### src/rtl/csc_seq_pkg.sv
// Package: shared widths and constants for the coefficient write sequencer.
// Assumes entries are 64-bit sign-magnitude values with 32 fractional bits.
package csc_seq_pkg;
    localparam int ENTRY_W  = 64;
    localparam int N_ENTRY  = 12;
    localparam int N_WRITES = 12;
    localparam int DATA_W   = 32;
    localparam int COEF_W   = 16;
    localparam int MANT_W   = 9;
    localparam int POFF_W   = 13;
    localparam int IDX_W    = 4;
    localparam int MAG_W    = 34;   // magnitude after clamping below 4.0

    typedef logic [ENTRY_W-1:0] entry_t;
    typedef logic [COEF_W-1:0]  coef_t;
    typedef logic [POFF_W-1:0]  poff_t;
endpackage

### src/rtl/csc_entry_store.sv
// Module: holds the twelve matrix entries and tracks which were loaded.
// Assumes the caller gates ld_en while a sequence is running.
module csc_entry_store
    import csc_seq_pkg::*;
#(
    parameter int N = N_ENTRY
) (
    input  logic              clk,
    input  logic              rst_n,
    input  logic              ld_en,
    input  logic [IDX_W-1:0]  ld_idx,
    input  entry_t            ld_data,
    output entry_t [N-1:0]    entries,
    output logic              all_loaded
);
    logic [N-1:0] loaded_q;

    for (genvar g = 0; g < N; g++) begin : g_slot
        // Capture one entry and remember it has been written.
        always_ff @(posedge clk) begin
            if (!rst_n) begin
                entries[g]  <= '0;
                loaded_q[g] <= 1'b0;
            end else if (ld_en && (ld_idx == IDX_W'(g))) begin
                entries[g]  <= ld_data;
                loaded_q[g] <= 1'b1;
            end
        end
    end

    assign all_loaded = &loaded_q;
endmodule

### src/rtl/csc_coef_enc.sv
// Module: encodes one sign-magnitude entry into a 16-bit coefficient word
// {sign, range code[2:0], mantissa[8:0], 3'b000}. Purely combinational.
module csc_coef_enc
    import csc_seq_pkg::*;
(
    input  entry_t ent,
    output coef_t  code_word
);
    localparam logic [MAG_W-1:0] MAG_MAX = {MAG_W{1'b1}};

    logic [MAG_W-1:0]  mag;
    logic [2:0]        rcode;
    logic [4:0]        shamt;
    logic [MAG_W:0]    rounded;
    logic [MAG_W:0]    shifted;
    logic [MANT_W-1:0] mant;

    // Clamp, pick range by magnitude, then round and saturate the mantissa.
    always_comb begin
        mag = (ent[62:MAG_W] != '0) ? MAG_MAX : ent[MAG_W-1:0];
        if (mag < 34'h0_2000_0000) begin
            rcode = 3'd3; shamt = 5'd20;
        end else if (mag < 34'h0_4000_0000) begin
            rcode = 3'd2; shamt = 5'd21;
        end else if (mag < 34'h0_8000_0000) begin
            rcode = 3'd1; shamt = 5'd22;
        end else if (mag < 34'h1_0000_0000) begin
            rcode = 3'd0; shamt = 5'd23;
        end else if (mag < 34'h2_0000_0000) begin
            rcode = 3'd7; shamt = 5'd24;
        end else begin
            rcode = 3'd6; shamt = 5'd25;
        end
        rounded = {1'b0, mag} + ((MAG_W+1)'(1) << (shamt - 5'd1));
        shifted = rounded >> shamt;
        mant    = (shifted > (MAG_W+1)'(2**MANT_W - 1)) ? {MANT_W{1'b1}}
                                                        : shifted[MANT_W-1:0];
        code_word = {ent[63], rcode, mant, 3'b000};
    end
endmodule

### src/rtl/csc_poff_enc.sv
// Module: converts a sign-magnitude entry into a 13-bit two's-complement
// fraction with 12 fractional bits (truncating, saturating). Combinational.
module csc_poff_enc
    import csc_seq_pkg::*;
(
    input  entry_t ent,
    output poff_t  offset
);
    logic [POFF_W-2:0] mag12;

    // Truncate to 12 fractional bits, saturate, then apply the sign.
    always_comb begin
        mag12  = (ent[62:32] != '0) ? {(POFF_W-1){1'b1}} : ent[31:20];
        offset = ent[63] ? (poff_t'(0) - {1'b0, mag12}) : {1'b0, mag12};
    end
endmodule

### src/rtl/csc_coef_seq.sv
// Module: top of the sequencer. On start it walks twelve register writes
// (six coefficient, three zero pre-offset, three post-offset) over a
// valid/ready port and pulses done after the last one.
// Assumes the receiver eventually raises wr_ready; loads and starts
// arriving while busy are dropped.
module csc_coef_seq
    import csc_seq_pkg::*;
#(
    parameter int                ADDR_W    = 12,
    parameter logic [ADDR_W-1:0] COEF_BASE = 12'h100,
    parameter logic [ADDR_W-1:0] PRE_BASE  = 12'h120,
    parameter logic [ADDR_W-1:0] POST_BASE = 12'h130
) (
    input  logic              clk,
    input  logic              rst_n,
    input  logic              plane_ok,
    input  logic              ld_valid,
    input  logic [3:0]        ld_idx,
    input  logic [63:0]       ld_data,
    input  logic              start,
    output logic              wr_valid,
    input  logic              wr_ready,
    output logic [ADDR_W-1:0] wr_addr,
    output logic [31:0]       wr_data,
    output logic              busy,
    output logic              done
);
    localparam logic [IDX_W-1:0] LAST_IDX  = IDX_W'(N_WRITES - 1);
    localparam logic [IDX_W-1:0] PRE_FIRST = IDX_W'(6);
    localparam logic [IDX_W-1:0] PST_FIRST = IDX_W'(9);

    entry_t [N_ENTRY-1:0] entries;
    logic                 all_loaded;
    logic [IDX_W-1:0]     idx_q;
    logic                 busy_q, done_q;
    logic [IDX_W-1:0]     sel_a, sel_b, sel_p;
    logic [IDX_W-1:0]     row, post_row;
    coef_t                enc_a, enc_b;
    poff_t                poff;

    csc_entry_store #(.N(N_ENTRY)) u_store (
        .clk(clk), .rst_n(rst_n),
        .ld_en(ld_valid && !busy_q), .ld_idx(ld_idx), .ld_data(ld_data),
        .entries(entries), .all_loaded(all_loaded)
    );

    csc_coef_enc u_enc_a (.ent(entries[sel_a]), .code_word(enc_a));
    csc_coef_enc u_enc_b (.ent(entries[sel_b]), .code_word(enc_b));
    csc_poff_enc u_poff  (.ent(entries[sel_p]), .offset(poff));

    // Sequence control: launch, step on each accepted write, flag the end.
    always_ff @(posedge clk) begin
        if (!rst_n) begin
            busy_q <= 1'b0;
            idx_q  <= '0;
            done_q <= 1'b0;
        end else begin
            done_q <= 1'b0;
            if (!busy_q) begin
                if (start && plane_ok && all_loaded) begin
                    busy_q <= 1'b1;
                    idx_q  <= '0;
                end
            end else if (wr_ready) begin
                if (idx_q == LAST_IDX) begin
                    busy_q <= 1'b0;
                    done_q <= 1'b1;
                end else begin
                    idx_q <= idx_q + 1'b1;
                end
            end
        end
    end

    // Entry selection for the current write index.
    always_comb begin
        row      = idx_q >> 1;
        post_row = (idx_q >= PST_FIRST) ? idx_q - PST_FIRST : '0;
        sel_a    = (row << 2) + (idx_q[0] ? IDX_W'(2) : IDX_W'(0));
        sel_b    = (row << 2) + IDX_W'(1);
        if (idx_q >= PRE_FIRST) begin
            sel_a = '0;
            sel_b = '0;
        end
        sel_p    = (post_row << 2) + IDX_W'(3);
    end

    // Address and data of the current write.
    always_comb begin
        if (idx_q < PRE_FIRST) begin
            wr_addr = COEF_BASE + ADDR_W'({idx_q, 2'b00});
            wr_data = idx_q[0] ? {enc_a, 16'h0000} : {enc_a, enc_b};
        end else if (idx_q < PST_FIRST) begin
            wr_addr = PRE_BASE + ADDR_W'({idx_q - PRE_FIRST, 2'b00});
            wr_data = '0;
        end else begin
            wr_addr = POST_BASE + ADDR_W'({post_row, 2'b00});
            wr_data = {{(DATA_W-POFF_W){1'b0}}, poff};
        end
    end

    assign wr_valid = busy_q;
    assign busy     = busy_q;
    assign done     = done_q;

    // a stalled write keeps its address and data.
    p_hold_stall_r8: assert property (@(posedge clk) disable iff (!rst_n)
        (wr_valid && !wr_ready) |=> (wr_valid && $stable(wr_addr) && $stable(wr_data)));

    // done lasts one cycle.
    p_done_single_r9: assert property (@(posedge clk) disable iff (!rst_n)
        done |=> !done);

    // done only follows an accepted write.
    p_done_cause_r9: assert property (@(posedge clk) disable iff (!rst_n)
        done |-> $past(wr_valid && wr_ready));

    // a start on a blocked plane leaves the port idle.
    p_blocked_start_r7: assert property (@(posedge clk) disable iff (!rst_n)
        (!busy && start && !plane_ok) |=> !wr_valid);

    // pre-offset bank receives only zero.
    p_pre_zero_r5: assert property (@(posedge clk) disable iff (!rst_n)
        (wr_valid && wr_addr >= PRE_BASE && wr_addr < PRE_BASE + ADDR_W'(12))
            |-> (wr_data == 32'h0));
endmodule

### config.mk
export PLATFORM = sky130hd
export DESIGN_NAME = csc_coef_seq
export DESIGN_NICKNAME = d
export VERILOG_FILES = /design/src/rtl/csc_seq_pkg.sv /design/src/rtl/csc_entry_store.sv /design/src/rtl/csc_coef_enc.sv /design/src/rtl/csc_poff_enc.sv /design/src/rtl/csc_coef_seq.sv
export SDC_FILE = /design/constraint.sdc
export NUM_CORES = 2
export LEC_CHECK = 0
export BUFFER_PORTS_ARGS = -buffer_cell sky130_fd_sc_hd__buf_2
export CAP_MARGIN = 15
export CELL_PAD_IN_SITES_DETAIL_PLACEMENT = 0
export CELL_PAD_IN_SITES_GLOBAL_PLACEMENT = 1
export CORE_MARGIN = 10
export CORE_UTILIZATION = 30
export CTS_BUF_LIST = sky130_fd_sc_hd__clkbuf_8
export DETAILED_ROUTE_END_ITERATION = 12
export GPL_TIMING_DRIVEN = 0
export HOLD_SLACK_MARGIN = 0.05
export PLACE_DENSITY_LB_ADDON = 0.1
export SYNTH_ARGS = -nofsm -noshare
export SYNTH_HDL_FRONTEND = slang
export SYNTH_SLANG_ARGS = --single-unit
### constraint.sdc
create_clock -name clk -period 9.5 [get_ports clk]
set_input_delay 1.425 -clock clk [delete_from_list [all_inputs] [get_ports clk]]
set_output_delay 1.425 -clock clk [all_outputs]
set_load 0.02 [all_outputs]
==> impl_metrics.ini <==
[floorplan]
ios = 121
start_util = 0.304
fp.dieH_um = 361
std_cell_rows = 124
die_area_um2 = 130000
core_area_um2 = 115000
die_w_um = 361

[job]
maxCapViolCount = 0

[critical_path]
rr_worst_depth = 7
r2r-start = busy$_SDFF_PN0_
critical_path_class = flop to output port
crit_slowest_cell = a21oi_1
critPathMaxFanout = 11
cp.arrival_ns = 7.70
max_stage_delay_ns = 0.66
worstSetupEndpointType = output port
reg2reg_to = u_store.entries[524]$_SDFFE_PN0P_
worstPathRequired_ns = 8.08
ff2ff_setup_slack_ns = 6.12
startpoint_type = flop

[routing]
via_per_inst = 5.16
dr.pass1.iters = 5
drc = 0
wl_per_cell_um = 24.0
wl_um = 154000
drt_iter0_markers = 2559
dr_total_vias = 33100
antenna_left = 0

[synthesis]
synth_simple_gate_area_share = 0.242
synthAdderAreaFrac = 0.0255
syn_area_per_cell_um2 = 7.73
synth-seq-area-share = 0.412
yosysWarnings = 0
synth_top_family_by_area = compound AO/OA/AOI/OAI gates
syn_inst = 4507
synthXorXnorAreaFrac = 0.00377
ys_ff_latch = 717
synth.area.mux_share = 0.00973
synth_flop_cell = dfxtp_1
netlist_area_um2 = 34900
async_flop_share = 0
synth_compound_area_frac = 0.258
synth_edf_count = 0
synth_cell_types = 99

[cells_and_area]
area_growth_pct = 15.9
num-fill-cells = 12500
final_layout_size_suffix_gt1_frac = 0.0830
final_area_um2 = 40400
multi_input_area_um2 = 19100
fin_nets = 4968
regArea_um2 = 14400

[clock_network]
cts_made_buffers = 137
clkTransAtPathRegs_ns = 0.06
cts_tree = yes
cts_root_buf = clkbuf_8
clk_latency_ns = 0.85
clockBufferDepth = 3
htree_levels = 4
clock_sinks = 717

[placed_design]
gp_congestion = 0.831
dpl.hpwl_um = 114000
post_dp_cell_area_um2 = 37800
io_buffers = 89

[sta]
finalHoldViolations = 0
tightest_slew_ns = 1.34
min_period_over_period = 0.960
slew_violations = 0
setup_viol = 0
fin_setup_tns_ns = 0
slew_headroom = 0.110
fin_hold_ws_ns = 0.461
fmax_ghz = 0.110
period_minus_slack_ns = 9.12
clock_skew_ns = 0.0355

[power]
pwr_density_cell_nw_per_um2 = 183
p_total_mw = 7.40
p_leak_nw = 13.9
peakVddDrop_mv = 0.126

[status]
status = finished, final reports clean

[grt]
overflow = 0
top_usage_layer = met2
grtUsageMet3 = 0.0322
grt_pass1_vias = 31700
antenna_found_initial = 9
grt_usage = 0.228
use_met1 = 0.311
gr-usage-met2 = 0.374
grt_max_degree = 17
grt_first_pass_wirelength_um = 223000

[min_path]
worstHoldStart = u_store.entries[165]$_SDFFE_PN0P_
min_path_cells = 2
whs_endpoint = u_store.entries[165]$_SDFFE_PN0P_
hp-class = flop to flop
[through the flow]
stage | std cells | utilization | setup WS, ns
2_1_floorplan | 4565 | - | 2.68
3_3_place_gp | 6166 | 0.326 | -0.365
3_5_place_dp | 6189 | 0.329 | -0.327
4_1_cts | 6409 | 0.351 | 0.00669
5_1_grt | 6417 | 0.352 | -0.0367
6_report | 6420 | 0.352 | 0.376
[synthesized netlist by cell type, types with 15 or more instances]
cell | number | area (µm²)
a221oi_1 | 55 | 482
a31oi_1 | 33 | 206
buf_1 | 35 | 131
a21boi_0 | 704 | 5290
nand2_1 | 1574 | 5910
nor3_1 | 41 | 205
a21oi_1 | 71 | 355
mux2i_1 | 26 | 260
nor4_1 | 80 | 500
nand3_1 | 47 | 235
o21ai_0 | 59 | 295
buf_2 | 16 | 80.1
a211oi_1 | 18 | 135
inv_1 | 28 | 105
dfxtp_1 | 717 | 14400
buf_4 | 15 | 113
o311ai_0 | 18 | 158
nand4_1 | 50 | 313
o211ai_1 | 50 | 375
nor2_1 | 157 | 589
ha_1 | 71 | 888
o21a_1 | 20 | 150
a21o_1 | 24 | 180
clkbuf_1 | 323 | 1210
and2_1 | 17 | 106
[cells in the final DEF, fill, tap and decap left out, types with 71 or more instances in the layout]
cell type,netlist,final
clkbuf_8,0,161
buf_2,16,107
nor4_1,80,80
a21boi_0,704,704
inv_1,28,75
nand2_1,1574,1573
clkbuf_1,323,309
ha_1,71,71
nor2_1,157,156
dfxtp_1,717,717
[state kept, by name, summed over array words and instances (netlist names)]
register          count
u_store.loaded_q     12
busy                  1
u_store.entries     699
idx_q                 4
done                  1
[layout make-up]
cell class / count / area share
multi-input cells: 3425 / 0.473
well taps: 1512 / 0.0468
diodes: 5 / 0.000310
inverters: 30 / 0.00279
plain buffers: 393 / 0.0399
repair buffers: 119 / 0.0209
flip-flops and latches: 717 / 0.355
clock buffers: 160 / 0.0545
clock inverters: 59 / 0.00650
[cells by family (layout without fill, tap and decap cells)]
family,after synthesis,count (layout)
compound gates,1206,1206
xor+xnor,15,15
fa+ha+maj,71,71
buf+inv,423,761
flops,717,717
mux,33,33
other cells,2,65
simple gates,2040,2040
[routing by layer]
layer  vias up  wire length [µm]  share of wire
met4         2              3440          0.022
met5         -                20        0.00013
met1     16100             71800           0.47
met2       824             71500           0.46
met3       192              7020          0.046
li1      16000                 -              -
[where the power goes]
group | internal, mW | switching [mW]
Clock | 1.51 | 1.40
Sequential | 3.05 | 0.0229
Combinational | 0.483 | 0.944
Total | 5.04 | 2.36
[what timing repair did]
item | CTS | global route
endpoints found under the setup margin | 18 | 18
pin swaps | 1 | 4
buffers inserted | 1 | 5
cloned | 0 | 0
hold buffers | 0 | 0
resized for setup | 19 | 30
[worst max-delay path: cells and delay by family (launching register included)]
family,cells,cell delay [ns]
AOI/OAI and AO/OA,13,3.15
adders and majority gates,2,0.72
buffers and inverters,6,1.40
DFF,1,0.37
and+or+nand+nor,5,1.16
[worst max-delay path by stage]
stage | from | to | slack (ns) | cells past startpoint
2_1_floorplan | idx_q[0]$_SDFFE_PN0P_ | wr_data[26] | 2.68 | 25
3_5_place_dp | idx_q[0]$_SDFFE_PN0P_ | wr_data[26] | -0.33 | 26
4_1_cts | idx_q[0]$_SDFFE_PN0P_ | wr_data[26] | 0.007 | 23
3_3_place_gp | idx_q[0]$_SDFFE_PN0P_ | wr_data[26] | -0.36 | 26
6_report | idx_q[0]$_SDFFE_PN0P_ | wr_data[9] | 0.38 | 26
5_1_grt | idx_q[0]$_SDFFE_PN0P_ | wr_data[26] | -0.04 | 26
No activity file was read; power rests on OpenSTA's default activity.
